<file path="config.mk">
export PLATFORM = sky130hd
export DESIGN_NAME = spi_irq_ctrl
export DESIGN_NICKNAME = d
export VERILOG_FILES = /design/src/rtl/spi_irq_ctrl.sv
export SDC_FILE = /design/constraint.sdc
export NUM_CORES = 1
export LEC_CHECK = 0
export ABC_AREA = 1
export BUFFER_PORTS_ARGS = -buffer_cell sky130_fd_sc_hd__buf_2
export CORE_MARGIN = 1.5
export CORE_UTILIZATION = 25
export DETAILED_ROUTE_END_ITERATION = 6
export GPL_TIMING_DRIVEN = 0
export SLEW_MARGIN = 0
export SYNTH_ARGS = -nofsm -noshare
export SYNTH_HDL_FRONTEND = slang
export SYNTH_SLANG_ARGS = --single-unit
</file>
<file path="constraint.sdc">
create_clock -name clk -period 1.71 [get_ports clk]
set_input_delay 0.0855 -clock clk [delete_from_list [all_inputs] [get_ports clk]]
set_output_delay 0.0855 -clock clk [all_outputs]
set_load 0.05 [all_outputs]
</file>
<file path="src/rtl/spi_irq_ctrl.sv">
module spi_irq_ctrl #(
  parameter int NUM_SRC    = 7,
  parameter int RST_CYCLES = 2,
  parameter int ADDR_W     = 8
) (
  input  logic              clk,
  input  logic              rst_n,
  input  logic              reg_we,
  input  logic [ADDR_W-1:0] reg_addr,
  input  logic [31:0]       reg_wdata,
  output logic [31:0]       reg_rdata,
  input  logic [NUM_SRC-1:0] src_evt,
  output logic              irq,
  output logic              core_rst
);

  localparam logic [ADDR_W-1:0] A_GIE = ADDR_W'('h1C);
  localparam logic [ADDR_W-1:0] A_ISR = ADDR_W'('h20);
  localparam logic [ADDR_W-1:0] A_IER = ADDR_W'('h28);
  localparam logic [ADDR_W-1:0] A_RST = ADDR_W'('h40);
  localparam logic [31:0]       RST_KEY = 32'h0000_000A;
  localparam int                CNT_W = $clog2(RST_CYCLES + 1);
  localparam int                PAD_W = 32 - NUM_SRC;

  logic [NUM_SRC-1:0] evt_q, pend, mask, rise, clr;
  logic               gie, busy;
  logic [CNT_W-1:0]   rst_cnt;
  logic               wr_gie, wr_isr, wr_ier, key_ok;

  assign busy   = (rst_cnt != '0);
  assign wr_gie = reg_we && !busy && (reg_addr == A_GIE);
  assign wr_isr = reg_we && !busy && (reg_addr == A_ISR);
  assign wr_ier = reg_we && !busy && (reg_addr == A_IER);
  assign key_ok = reg_we && !busy && (reg_addr == A_RST) && (reg_wdata == RST_KEY);
  assign rise   = src_evt & ~evt_q;
  assign clr    = wr_isr ? reg_wdata[NUM_SRC-1:0] : '0;

  assign irq      = gie & (|(pend & mask));
  assign core_rst = busy;

  always_ff @(posedge clk or negedge rst_n) begin
    if (!rst_n) begin
      evt_q   <= '0;
      pend    <= '0;
      mask    <= '0;
      gie     <= 1'b0;
      rst_cnt <= '0;
    end else begin
      evt_q <= src_evt;
      if (busy) begin
        rst_cnt <= rst_cnt - 1'b1;
        pend    <= '0;
        mask    <= '0;
        gie     <= 1'b0;
      end else if (key_ok) begin
        rst_cnt <= CNT_W'(RST_CYCLES);
        pend    <= '0;
        mask    <= '0;
        gie     <= 1'b0;
      end else begin
        pend <= (pend & ~clr) | rise;
        if (wr_ier) mask <= reg_wdata[NUM_SRC-1:0];
        if (wr_gie) gie  <= reg_wdata[31];
      end
    end
  end

  always_comb begin
    case (reg_addr)
      A_GIE:   reg_rdata = {gie, 31'b0};
      A_ISR:   reg_rdata = {{PAD_W{1'b0}}, pend};
      A_IER:   reg_rdata = {{PAD_W{1'b0}}, mask};
      default: reg_rdata = '0;
    endcase
  end

  AST_EDGE_LATCHED: assert property (@(posedge clk) disable iff (!rst_n)
    (!busy && !key_ok && (rise != '0)) |=> ((pend & $past(rise)) == $past(rise)));

  AST_PEND_STABLE: assert property (@(posedge clk) disable iff (!rst_n)
    (!busy && !key_ok && !wr_isr && (rise == '0)) |=> $stable(pend));

  AST_KEY_CLEARS: assert property (@(posedge clk) disable iff (!rst_n)
    key_ok |=> (core_rst && !irq && (pend == '0) && (mask == '0) && !gie));

  AST_BAD_KEY_IGNORED: assert property (@(posedge clk) disable iff (!rst_n)
    (!busy && reg_we && (reg_addr == A_RST) && (reg_wdata != RST_KEY)) |=> !core_rst);

  AST_GIE_GATES: assert property (@(posedge clk) disable iff (!rst_n)
    (!busy && !key_ok && !wr_gie && !gie) |=> !irq);

endmodule

</file>
---- Yosys cells after proc, flatten, opt, wreduce, memory -nomap -nowiden ----
Cells that the tools add are included.
cells by class
  bitwise gates (word level) .............. 7
  add/subtract/negate cells ............... 1
  muxes and demuxes ....................... 12
  reductions and logical operators ........ 12
  equality and inequality tests ........... 5
operators by type and width
  cell                                                  number
  one-hot mux 32 bit (3 select lines)                   1
  2-to-1 mux 7 bit                                      6
  equality test 32 x 4 -> 1 bit, second input constant  1
  AND 7 bit                                             3
  equality test 8 x 6 -> 1 bit, second input constant   2
  inverter 7 bit                                        2
  equality test 8 x 5 -> 1 bit, second input constant   1
  equality test 8 x 7 -> 1 bit, second input constant   1
  bitwise OR 7 bit                                      1
  OR reduction 7 bit                                    1
  logical AND 1 bit                                     6
  nonzero test 3 bit                                    2
  2-to-1 mux 2 bit                                      2
  nonzero test 2 bit                                    2
  2-to-1 mux 1 bit                                      3
  subtractor 2 x 1 -> 2 bit, second input constant      1
  AND 1 bit                                             1
  logical NOT 1 bit                                     1
word-level totals
  output and inout port bits .............. 34
  word-level logic and storage cells ...... 42
  register bits ........................... 24

---- Depth between registers and ports, before layout ----
  depth in word-level cells ............... 10
  gate-level depth with buffers ........... 10

---- Worst setup path before layout ----
No wires, ideal clock.
  kind .................................... input -> output
  start point ............................. input reg_addr[0]
  end point ............................... output reg_rdata[2]
  arrival ................................. 1.577 ns
  path slack .............................. 0.048 ns
  stages .................................. 5
  required time ........................... 1.624 ns
  cells stage by stage .................... inv_1 nand2_1 nor3_2 nand2_1 o21ai_0
on the way
  cells in the longest elaborated chain, start to end .. 2
  elaborated cells between the ends (all ways) .. 4
ends and longest elaborated chain
  element                                                                              line  source
  start, declared                                                                      9     input logic [ADDR_W-1:0] reg_addr,
  equality test 8 x 6 -> 1 bit / equality test 8 x 5 -> 1 bit (equally long branches)  69    case (reg_addr)
  one-hot mux 32 bit (3 select lines) (*)                                              69
  end, declared                                                                        11    output logic [31:0] reg_rdata,
Every way passes the cells marked *; elsewhere a longest branch is shown, timed or not.

---- Worst setup path after layout ----
  start point ............................. input reg_addr[7]
  end point ............................... output reg_rdata[3]
Same word-level chain as after synthesis.

==> metrics.md <==
| Metric | Value |
|---|---|
| Crit path largest cell delay | roughly 0.40 ns |
| Switching power total | 426.1 uW |
| FILL cells | ~660 |
| Total count of hold-check failures in the final report | 0 |
| Met3 track utilization from global routing | 2.135% |
| Slowest cell on the critical path | sky130_fd_sc_hd__nor2_2 |
| Post-CTS clock slew at the launch and capture registers of the worst setup and hold paths | 0.09 ns |
| Dominant cell by count in the synthesized netlist | sky130_fd_sc_hd__nor2_1 |
| Met1 routing resource usage after global routing | 12.24% |
| Buffers & Inverters on Critical Path | 3 |
| Critical path data arrival time | 1.51 ns |
| Via Count | around 1.5k |
| Total congestion overflow after global routing | 0 |
| Max_slew headroom | 63.44% |
| Required time worst endpoint | between 1.5 and 2 ns |
| Area delta synth->final | 43.98% |
| Mean routed wirelength per cell | roughly 9.3 um |
| Number of flops mapped to enable cells by yosys | 0 |
| DRC | 0 |
| DRT Wirelength | 3604 um |
| Part of the total power dissipated in the clock network | 33.8% |
| Prevailing post-synth register cell | sky130_fd_sc_hd__dfrtp_1 |
| TNS Setup | 0 ns |
| Clock buffers created by TritonCTS | 3 |
| Number of primary I/O pins | 84 |
| Synth async-reset ratio | between 90% and 100% |
| Share of synthesized area occupied by flip-flops and latches | 39.60% |
| Net count of the finished layout | 365 |
| Die area | approximately 6500 um^2 |
| Std-Cell Rows | 28 |
| Yosys warns | 0 |
| Area fraction in and, or, nand and nor cells after synthesis | 26.65% |
| Ranking of synthesized cells by area | sky130_fd_sc_hd__dfrtp_1, sky130_fd_sc_hd__buf_4, sky130_fd_sc_hd__nor2_1 |
| Initial standard-cell utilization of the core | between 20% and 30% |
| Cell class contributing the biggest share of worst-path delay | simple AND/OR/NAND/NOR gates |
| Placeable core region | 5886 um^2 |
| Via count of the first global-routing pass | 1404 |
| Skew-Pair Late Insertion Delay | 0.27 ns |
| Hold_ws | 0.1266 ns |
| Compound-gate portion of the synthesized area | 9.488% |
| Type of the setup path with the least slack | in -> out |
| Result of the run | completed |
| Unique masters post-synth | 19 |
| PwrDens | 673.4 nW/um^2 |
| Logic gate share of total power | 24.9% |
| Most used routing layer | met2 |
| Number of failing setup endpoints in the final timing report | 0 |
| Hold/Removal Path Class | in -> reg |
| Share of cell area taken by muxes after synthesis | 0% |
| Vertical extent of the die | 80.89 um |
| Slack of the worst reg-to-reg path | approximately 0.16 ns |
| Number of levels the H-tree was split into | 1 |
| Pre-Repair DR Iteration Count | 4 |
| Number of antenna-violating nets in the routed design | 0 |
| Slew at the pin closest to its max-slew limit | around 0.55 ns |
| Share of Yosys cell area claimed by the top area cell type | 39.60% |
| Number of antenna violations at the first check in global routing | 0 |
| Count of final max-slew check failures | 0 |
| Sequential cell area | 600.6 um^2 |
| CTS tree | done |
| Post-detailed-route via-to-cell ratio | 3.925 |
| Worst vdd rail ir drop | 0.0003315 V |
| Synthesized-area fraction occupied by adder cells | roughly 1.7% |
| Cell area after technology mapping | 1516 um^2 |
| Sequential power share | 41.3% |
| Post-Synth XOR/XNOR Area | 0% |
| Ranking of synthesized cells by instance count | sky130_fd_sc_hd__nor2_1, sky130_fd_sc_hd__inv_1, sky130_fd_sc_hd__nand2_1, sky130_fd_sc_hd__buf_4, sky130_fd_sc_hd__dfrtp_1 |
| Diodes inserted | 0 |
| Root Buffer Master | sky130_fd_sc_hd__clkbuf_8 |
| Maximum number of pins on one net before global-route repair | 25 |
| Crit path launch type | primary input |
| Met2 Usage GRT | 22.00% |
| Global-route wire length before repair | 5913 um |
| Total internal power | 1.044 mW |
| IO buf count | 59 |
| Maximum clock rate | 627.2 MHz |
| Final cycle utilization of the critical path | slightly above 90% |
| Yosys reg bits | 24 |
| Combinational family with the most area after synthesis | simple AND/OR/NAND/NOR gates |
| Switching Fraction | slightly below 30% |
| Die Width | 80.89 um |
| Half-perimeter wire length of the detailed placement result | 2935 um |
| Static Leakage | 1.241 nW |
| Number of maximum-capacitance violations | 0 |
| Post-synthesis average cell area | 7.021 um^2 |
| Cells along the critical path | buf_2 > nor2_1 > nand3_1 > nor2_2 > inv_1 > o22ai_1 > buf_2 |
| Gr usage total | 11.59% |
| Final Critical Period | 1.594 ns |
| Synth Instances | 216 |
| Share of post-route cells with drive strength above 1 | 31.73% |
| Maximum fanout count along the critical path | 10 |
| Violation count after the first detailed-routing iteration | 46 |
| Capturing element type of the critical path | output port |
| GPL Wtd Cong | 0.7749 |
| Setup clock skew after layout | 0.008269 ns |
| Area of the multi-input gates | between 600 and 700 um^2 |
| Number of sinks driven by the clock tree | 24 |
| Most numerous cell on the critical path | sky130_fd_sc_hd__buf_2 |
| Leading area contributor after synthesis | sky130_fd_sc_hd__dfrtp_1 |
| Maximum number of buffers from clock root to sink | 2 |
| RSZ-0062 raised after global routing | no |
path summary, 6_finish.rpt:
| check | from | end | cells after the start |
|---|---|---|---|
| hold / removal | reg_wdata[6] | mask[6] | 3 |
| max in group asynchronous | rst_n | mask[0] | 2 |
| setup reg to reg | rst_cnt[1] | mask[2] | 10 |
| hold reg to reg | pend[4] | pend[4] | 2 |
| min in group asynchronous | rst_n | evt_q[5] | 2 |
| setup / recovery | reg_addr[7] | reg_rdata[3] | 7 |
layout make-up:
class                           count  area share [%]
Timing Repair Buffer               69           17.88
Sequential cell                    24           27.51
Clock inverter                      1           1.375
Tap cell                           75           4.298
Multi-Input combinational cell    151           31.40
Buffer                             26           8.997
Inverter                           38           6.648
Clock buffer                        3           1.891
worst reg2reg max path, cell delays in order, from the launching register on:
cell,delay [ns]
sky130_fd_sc_hd__dfrtp_1,0.40
sky130_fd_sc_hd__inv_1,0.09
sky130_fd_sc_hd__ha_4,0.16
sky130_fd_sc_hd__nand2_1,0.09
sky130_fd_sc_hd__inv_4,0.06
sky130_fd_sc_hd__nand3_1,0.10
sky130_fd_sc_hd__nor2_2,0.13
sky130_fd_sc_hd__nand2_2,0.09
sky130_fd_sc_hd__nand2_4,0.12
sky130_fd_sc_hd__buf_6,0.15
sky130_fd_sc_hd__nor2_1,0.05
layer usage:
metal | vias up | wire length [um]
met5 | - | 0
met1 | 657 | 1416
li1 | 810 | -
met3 | 8 | 204
met2 | 44 | 1894
met4 | 0 | 89
what timing repair did:
item                                    CTS  global route
gates cloned                              0             0
pin swaps                                 0             1
setup buffers                             0             2
hold buffers                              8             0
endpoints found under the hold margin    31             0
resized for setup                         3             4
endpoints found under the setup margin   10            16
stage by stage:
step / setup WS [ns] / instances / power, mW / util [%] / area (um^2)
6_report: 0.1157 / 387 / 1.470 / 37.10 / 2183
5_1_grt: 0.01958 / 387 / 1.553 / 37.10 / 2183
4_1_cts: 0.001954 / 385 / 1.482 / 36.59 / 2153
3_5_place_dp: -0.04853 / 373 / 0.9699 / 33.84 / 1992
3_3_place_gp: -0.03549 / 373 / 0.9653 / 33.84 / 1992
2_1_floorplan: 0.04759 / 239 / 0.8709 / - / 1603
sequential cells by signal, indices dropped and copies added, names as in the netlist:
name / cells
evt_q: 7
gie: 1
mask: 7
pend: 7
rst_cnt: 2
power groups by stage:
stage	combinational, mW	sequential, mW	clock (mW)
final	0.366	0.608	0.496
after global routing	0.406	0.612	0.536
after detailed placement	0.350	0.620	0
after global placement	0.347	0.618	0
after floorplan	0.254	0.617	0
after CTS	0.366	0.608	0.509
cell families after synthesis:
logic type / Yosys count
AOI/OAI and AO/OA: 27
buffers and inverters: 64
other: 1
adders and majority gates: 2
and+or+nand+nor: 98
DFF: 24
cell usage in the layout (no fill, tap or decap):
cell type,n
sky130_fd_sc_hd__a21oi_1,9
sky130_fd_sc_hd__buf_2,60
sky130_fd_sc_hd__buf_4,26
sky130_fd_sc_hd__buf_6,1
sky130_fd_sc_hd__bufinv_16,1
sky130_fd_sc_hd__clkbuf_8,3
sky130_fd_sc_hd__conb_1,24
sky130_fd_sc_hd__dfrtp_1,24
sky130_fd_sc_hd__dlygate4sd3_1,8
sky130_fd_sc_hd__ha_1,1
sky130_fd_sc_hd__ha_4,1
sky130_fd_sc_hd__inv_1,36
sky130_fd_sc_hd__inv_2,1
sky130_fd_sc_hd__inv_4,1
sky130_fd_sc_hd__nand2_1,28
sky130_fd_sc_hd__nand2_2,1
sky130_fd_sc_hd__nand2_4,1
sky130_fd_sc_hd__nand3_1,14
sky130_fd_sc_hd__nand4_1,2
sky130_fd_sc_hd__nor2_1,47
sky130_fd_sc_hd__nor2_2,2
sky130_fd_sc_hd__nor3_1,2
sky130_fd_sc_hd__nor3_2,1
sky130_fd_sc_hd__o21ai_0,11
sky130_fd_sc_hd__o22ai_1,7
(Power assumes the default switching activity.)
